==> config.mk <==
export PLATFORM = sky130hd
export DESIGN_NAME = hc_frame_irq
export DESIGN_NICKNAME = d
export VERILOG_FILES = /design/src/rtl/hcfi_pkg.sv /design/src/rtl/hcfi_frame_ctr.sv /design/src/rtl/hcfi_port_mon.sv /design/src/rtl/hcfi_status.sv /design/src/rtl/hc_frame_irq.sv
export SDC_FILE = /design/constraint.sdc
export NUM_CORES = 1
export LEC_CHECK = 0
export BUFFER_PORTS_ARGS = -buffer_cell sky130_fd_sc_hd__buf_4
export CORE_AREA = 2 2 74 76
export DETAILED_ROUTE_END_ITERATION = 7
export DIE_AREA = 0 0 76 78
export PLACE_DENSITY = 0.78
export RECOVER_POWER = 100
export SYNTH_ARGS = -nofsm -noshare
export SYNTH_HDL_FRONTEND = slang
export SYNTH_SLANG_ARGS = --single-unit
==> constraint.sdc <==
create_clock -name clk -period 3 [get_ports clk]
set_clock_uncertainty 0.2 [all_clocks]
set_input_delay 0.6 -clock clk [delete_from_list [all_inputs] [get_ports clk]]
set_output_delay 0.6 -clock clk [all_outputs]
set_load 0.02 [all_outputs]
==> src/rtl/hcfi_pkg.sv <==
package hcfi_pkg;
  localparam int DW    = 16;
  localparam int CW    = 14;
  localparam int NPORT = 2;

  // status bit positions (software visible)
  localparam int B_DONE = 0;
  localparam int B_SE0  = 2;  // + port
  localparam int B_CC   = 4;  // + port
  localparam int B_WAKE = 6;  // + port
  localparam int B_SOF  = 9;

  localparam logic [DW-1:0] FLAG_BITS = 16'h02F1;

  typedef enum logic [1:0] {
    RA_COUNT = 2'd0,
    RA_STAT  = 2'd1,
    RA_MASK  = 2'd2,
    RA_NONE  = 2'd3
  } reg_addr_e;

  typedef enum logic [2:0] {
    HS_IDLE    = 3'd0,
    HS_DEV_ACK = 3'd1,
    HS_NAK     = 3'd2,
    HS_STALL   = 3'd3,
    HS_TMO     = 3'd4,
    HS_HST_ACK = 3'd5
  } hs_code_e;
endpackage

==> src/rtl/hcfi_frame_ctr.sv <==
module hcfi_frame_ctr #(
  parameter int CW = 14,
  parameter logic [CW-1:0] INIT_LOAD = 14'h2EE0
) (
  input  logic          clk,
  input  logic          rst,
  input  logic          tick_en,
  input  logic [CW-1:0] reload,
  output logic          frame_tick
);
  logic [CW-1:0] cnt;
  logic          last;

  assign last = (cnt <= CW'(1));

  always_ff @(posedge clk) begin
    if (rst) begin
      cnt        <= INIT_LOAD;
      frame_tick <= 1'b0;
    end else begin
      frame_tick <= tick_en && last;
      if (tick_en) cnt <= last ? reload : cnt - CW'(1);
    end
  end

  AST_PULSE_NEEDS_TICK: assert property (@(posedge clk) disable iff (rst)
    frame_tick |-> $past(tick_en));
  AST_IDLE_HOLDS: assert property (@(posedge clk) disable iff (rst)
    !tick_en |=> $stable(cnt));
endmodule

==> src/rtl/hcfi_port_mon.sv <==
module hcfi_port_mon #(
  parameter int SYNC = 2
) (
  input  logic clk,
  input  logic rst,
  input  logic se0_async,
  output logic se0_live,
  output logic se0_edge
);
  logic [SYNC:0] sh;

  always_ff @(posedge clk) begin
    if (rst) sh <= '0;
    else     sh <= {sh[SYNC-1:0], se0_async};
  end

  assign se0_live = sh[SYNC-1];
  assign se0_edge = sh[SYNC-1] ^ sh[SYNC];
endmodule

==> src/rtl/hcfi_status.sv <==
module hcfi_status #(
  parameter int DW = 16,
  parameter logic [DW-1:0] IMPL = '1
) (
  input  logic          clk,
  input  logic          rst,
  input  logic [DW-1:0] set_vec,
  input  logic [DW-1:0] clr_vec,
  output logic [DW-1:0] flags
);
  always_ff @(posedge clk) begin
    if (rst) flags <= '0;
    else     flags <= ((flags & ~clr_vec) | set_vec) & IMPL;
  end

  AST_STICKY: assert property (@(posedge clk) disable iff (rst)
    1'b1 |=> ((($past(flags) & ~$past(clr_vec)) & ~flags) == '0));
  AST_SET_WINS: assert property (@(posedge clk) disable iff (rst)
    1'b1 |=> ((($past(set_vec) & IMPL) & ~flags) == '0));
endmodule

==> src/rtl/hc_frame_irq.sv <==
module hc_frame_irq
  import hcfi_pkg::*;
#(
  parameter logic [CW-1:0] INIT_LOAD = 14'h2EE0,
  parameter int SYNC = 2
) (
  input  logic             clk,
  input  logic             rst,
  input  logic             tick_en,
  input  logic [NPORT-1:0] se0_async,
  input  logic [NPORT-1:0] wake_evt,
  input  logic             done_stb,
  input  logic [2:0]       done_code,
  input  logic             wr_en,
  input  logic             rd_en,
  input  logic [1:0]       addr,
  input  logic [DW-1:0]    wdata,
  output logic [DW-1:0]    rdata,
  output logic             rvalid,
  output logic             irq,
  output logic             frame_tick
);
  logic [CW-1:0]    reload_q;
  logic [DW-1:0]    mask_q;
  logic [DW-1:0]    flags;
  logic [DW-1:0]    set_vec;
  logic [DW-1:0]    clr_vec;
  logic [DW-1:0]    stat_view;
  logic [NPORT-1:0] se0_live;
  logic [NPORT-1:0] se0_edge;
  logic             done_ok;
  reg_addr_e        ra;

  assign ra = reg_addr_e'(addr);

  hcfi_frame_ctr #(.CW(CW), .INIT_LOAD(INIT_LOAD)) u_frm (
    .clk(clk), .rst(rst), .tick_en(tick_en),
    .reload(reload_q), .frame_tick(frame_tick)
  );

  for (genvar p = 0; p < NPORT; p++) begin : g_port
    hcfi_port_mon #(.SYNC(SYNC)) u_mon (
      .clk(clk), .rst(rst), .se0_async(se0_async[p]),
      .se0_live(se0_live[p]), .se0_edge(se0_edge[p])
    );
  end

  always_comb begin
    unique case (hs_code_e'(done_code))
      HS_DEV_ACK, HS_NAK, HS_STALL, HS_TMO, HS_HST_ACK: done_ok = 1'b1;
      default: done_ok = 1'b0;
    endcase
  end

  always_comb begin
    set_vec = '0;
    set_vec[B_DONE] = done_stb && done_ok;
    set_vec[B_SOF]  = frame_tick;
    for (int p = 0; p < NPORT; p++) begin
      set_vec[B_CC + p]   = se0_edge[p];
      set_vec[B_WAKE + p] = wake_evt[p];
    end
    clr_vec = (wr_en && ra == RA_STAT) ? wdata : '0;
    stat_view = flags;
    for (int p = 0; p < NPORT; p++) stat_view[B_SE0 + p] = se0_live[p];
  end

  hcfi_status #(.DW(DW), .IMPL(FLAG_BITS)) u_stat (
    .clk(clk), .rst(rst), .set_vec(set_vec), .clr_vec(clr_vec), .flags(flags)
  );

  always_ff @(posedge clk) begin
    if (rst) begin
      reload_q <= INIT_LOAD;
      mask_q   <= '0;
    end else if (wr_en) begin
      if (ra == RA_COUNT) reload_q <= wdata[CW-1:0];
      if (ra == RA_MASK)  mask_q   <= wdata & FLAG_BITS;
    end
  end

  always_ff @(posedge clk) begin
    if (rst) begin
      rdata  <= '0;
      rvalid <= 1'b0;
      irq    <= 1'b0;
    end else begin
      rvalid <= rd_en;
      irq    <= |(flags & mask_q);
      if (rd_en) begin
        unique case (ra)
          RA_COUNT: rdata <= {{(DW-CW){1'b0}}, reload_q};
          RA_STAT:  rdata <= stat_view;
          RA_MASK:  rdata <= mask_q;
          default:  rdata <= '0;
        endcase
      end
    end
  end

  AST_RSVD_ZERO: assert property (@(posedge clk) disable iff (rst)
    (rd_en && ra == RA_COUNT) |=> (rdata[DW-1:CW] == '0));
  AST_SOF_FLAG: assert property (@(posedge clk) disable iff (rst)
    frame_tick |=> flags[B_SOF]);
  AST_CC_ON_CHANGE: assert property (@(posedge clk) disable iff (rst)
    (se0_live[0] != $past(se0_live[0])) |=> flags[B_CC]);
  AST_IRQ_MASKED: assert property (@(posedge clk) disable iff (rst)
    (mask_q == '0) |=> !irq);
  AST_RVALID_PULSE: assert property (@(posedge clk) disable iff (rst)
    rvalid |-> $past(rd_en));
endmodule

==> results.py <==
metrics = {
    "worst_setup_path": {
        "path_class": "flop to flop",
        "reg2reg_from": "u_frm.cnt[9]$_SDFFE_PP1P_",
        "cp-end-kind": "flop",
        "r2r_cells": 5,
        "path_cells": "or4_1 > or3_1 > nor3_4 > mux2i_1 > o22ai_1",
        "worst_ep_arrival_time_ps": 2600,
        "cp_max_fo": 15,
        "slowest_delay_ps": 580,
        "r2r-end": "u_frm.cnt[0]$_SDFFE_PP0P_",
        "start_kind": "flop",
        "cp_num_buf_inv": 0,
        "setup.worst_path.start": "u_frm.cnt[9]$_SDFFE_PP1P_",
        "path_delay_family": "simple AND/OR/NAND/NOR gates",
        "rrSetupSlack_ps": 370,
        "crit_path_top_delay_cell": "or4_1",
        "worstPathRequired_ps": 2970,
    },
    "hold_path": {
        "hp-class": "flop to flop",
        "hold_start": "g_port[0].u_mon.sh[0]$_SDFF_PP0_",
        "min_to": "g_port[0].u_mon.sh[1]$_SDFF_PP0_",
        "worstHoldPathCells": 1,
    },
    "sta": {
        "worst_slack_ps": 368,
        "slew_headroom_pct": 27.7,
        "finalCritPeriodShare_pct": 87.7,
        "setup_violations": 0,
        "rsz0062_at_grt": "false",
        "period_minus_slack_ps": 2630,
        "finalMaxSlewViolations": 0,
        "final_hold_viol_count": 0,
        "setup-tns-final_ps": 0,
        "fmax_mhz": 380,
        "worst_pin_slew_ps": 1080,
    },
    "flow_run": {
        "maxCapViolations": 0,
    },
    "cts": {
        "cts_hold_buf": 0,
        "cts_made_buffers": 9,
        "cts-root-buf": "clkbuf_8",
        "clock-sinks": 63,
        "htreeDepth": 3,
        "cts_buffer_depth": 2,
        "cts.clk_slew.worst_paths_ps": 70,
        "cts_tree": "built",
        "ctsResizeCount": 0,
        "insertion_delay_ps": 340,
        "cts_setup_buffers": 0,
    },
    "power_and_ir_drop": {
        "power_density_nw_per_um2": 575,
        "leakage_nw": 1.22,
        "power.total_mw": 1.83,
        "max-vdd-ir-drop_uv": 328,
    },
    "synth": {
        "netlist_instances": 333,
        "synth_ff_type": "dfxtp_1",
        "synth_top_area_cell": "dfxtp_1",
        "yosysTopAreaCellShare_pct": 46.2,
        "yosys_warnings": 0,
        "syn_area_per_cell_sq_um": 8.21,
        "synthArstFlopShare_pct": 0,
        "synth_seq_cells": 63,
        "synth-seq-area-share_pct": 46.2,
        "synthTopCellsByArea": "dfxtp_1 46%, nand2_1 7.0%, a21oi_1 6.4%, mux2i_1 5.1%, nor2_1 5.1%",
        "synth_cell_types": 43,
        "synth_edf_count": 0,
        "syn_area_sq_um": 2730,
    },
    "placed_design": {
        "placed_area_sq_um": 3090,
        "dp_hpwl_mm": 4.48,
        "gp_congestion": 0.837,
        "numPortBuffers": 45,
        "place_worst_setup_slack_ps": 497,
    },
    "layout": {
        "drive_gt1_share_pct": 12.3,
        "fillCellCount": 499,
        "n_antenna_cell": 0,
        "finish.utilization_pct": 63.1,
        "final_area_sq_um": 3180,
        "final_nets": 404,
        "area_growth_pct": 16.5,
    },
    "global_routing": {
        "antenna_found_initial": 0,
        "grt-ovfl-total": 0,
        "grt_max_degree": 55,
        "grt_first_pass_wirelength_mm": 11.0,
        "grt_pass1_vias": 2419,
        "grt.total_usage_pct": 23.3,
    },
    "floorplanning": {
        "core-area_sq_um": 5040,
        "dieHeight_um": 78,
        "dieArea_sq_um": 5930,
        "pin_count": 50,
        "rows": 26,
        "start_util_pct": 54.2,
        "die_w_um": 76,
    },
    "detailed_routing": {
        "drt_iter0_markers": 214,
        "wire_per_inst_um": 14.7,
        "drt_pass1_iterations": 4,
        "drt_drc_violations_left": 0,
        "num_vias": 2495,
        "drt-vias-per-instance": 5.62,
        "wl_mm": 6.54,
        "ant_nets": 0,
    },
    "run_status": {
        "outcome": "completed",
    },
}
## sequential cells by signal, summed over array words and instances (netlist names)
name              count
g_port.u_mon.sh       6
irq                   1
mask_q                6
rdata                14
reload_q             14
rvalid                1
u_frm.cnt            14
u_frm.frame_tick      1
u_stat.flags          6
## per-layer routing
metal	up-vias	track usage (%)	wire length, um
li1	1233	-	-
met4	0	13.1	141
met1	1180	28.6	2970
met3	15	4.42	309
met5	-	0	0
met2	67	38.5	3120
## power by group
part           switching (mW)  internal (mW)  leakage (nW)
logic                   0.124         0.0868         0.607
registers              0.0332          0.875         0.515
clock network           0.317          0.394        0.0940
## cells in the final DEF, fill, tap and decap left out, types with 2 or more instances in the layout
master | netlist | final
or4_1 | 2 | 3
nand3_1 | 25 | 25
o22ai_1 | 3 | 3
clkbuf_8 | 0 | 10
buf_4 | 2 | 27
nand2b_1 | 9 | 9
a211oi_1 | 6 | 6
mux2i_1 | 14 | 14
nor3_1 | 6 | 6
clkbuf_1 | 15 | 19
nor2_1 | 37 | 37
inv_1 | 5 | 5
o21ai_0 | 3 | 5
a22oi_1 | 5 | 5
or3_1 | 3 | 5
nor2b_1 | 11 | 11
nand2_1 | 51 | 51
nor4_1 | 2 | 2
dfxtp_1 | 63 | 63
clkinv_2 | 0 | 2
a21oi_1 | 35 | 35
a2bb2oi_1 | 3 | 3
a31oi_1 | 3 | 3
xor2_1 | 2 | 2
o21ai_1 | 4 | 2
ha_1 | 2 | 2
conb_1 | 1 | 2
## how the worst max path moves through the flow
stage                                           end  slack, ps  cells after the start
after floorplan           u_frm.cnt[5]$_SDFFE_PP1P_        720                      6
after global placement    u_frm.cnt[0]$_SDFFE_PP0P_        530                      5
after detailed placement  u_frm.cnt[0]$_SDFFE_PP0P_        500                      5
after CTS                 u_frm.cnt[0]$_SDFFE_PP0P_        480                      5
after global routing      u_frm.cnt[2]$_SDFFE_PP0P_        250                      5
final                     u_frm.cnt[0]$_SDFFE_PP0P_        370                      5
## Yosys cell counts, types with 2 or more instances
library cell / number
a211oi_1: 6
a21oi_1: 35
a22oi_1: 5
a2bb2oi_1: 3
a31oi_1: 3
buf_1: 3
buf_4: 2
clkbuf_1: 15
dfxtp_1: 63
ha_1: 2
inv_1: 5
mux2i_1: 14
nand2_1: 51
nand2b_1: 9
nand3_1: 25
nor2_1: 37
nor2b_1: 11
nor3_1: 6
nor4_1: 2
o21ai_0: 3
o21ai_1: 4
o22ai_1: 3
or3_1: 3
or3_4: 2
or4_1: 2
xor2_1: 2
## through the flow
| stage | hold slack [ps] | instances |
|---|---|---|
| detailed placement | 228 | 430 |
| global placement | 219 | 430 |
| floorplan | 214 | 334 |
| CTS | 247 | 444 |
| finish | 241 | 444 |
| global route | 264 | 444 |
## cell type report
class	count	area (sq um)	share of cell area, %
flip-flops and latches	63	1260	39.6
clock inverters	4	47.5	1.49
multi-input cells	244	1340	42.2
inverters	5	18.8	0.590
clock buffers	10	138	4.32
repair buffers	48	287	9.00
well taps	70	87.6	2.75
## cell families after synthesis
kind of cell	after synthesis	synth area share (%)
flip-flops	63	46.2
adder cells (fa/ha/maj)	2	0.916
AO/OA/AOI/OAI	71	16.0
AND/OR/NAND/NOR	153	26.7
XOR/XNOR	2	0.641
other	1	0.137
buffers and inverters	27	4.30
multiplexers	14	5.13
No activity file was read; power rests on OpenSTA's default activity.
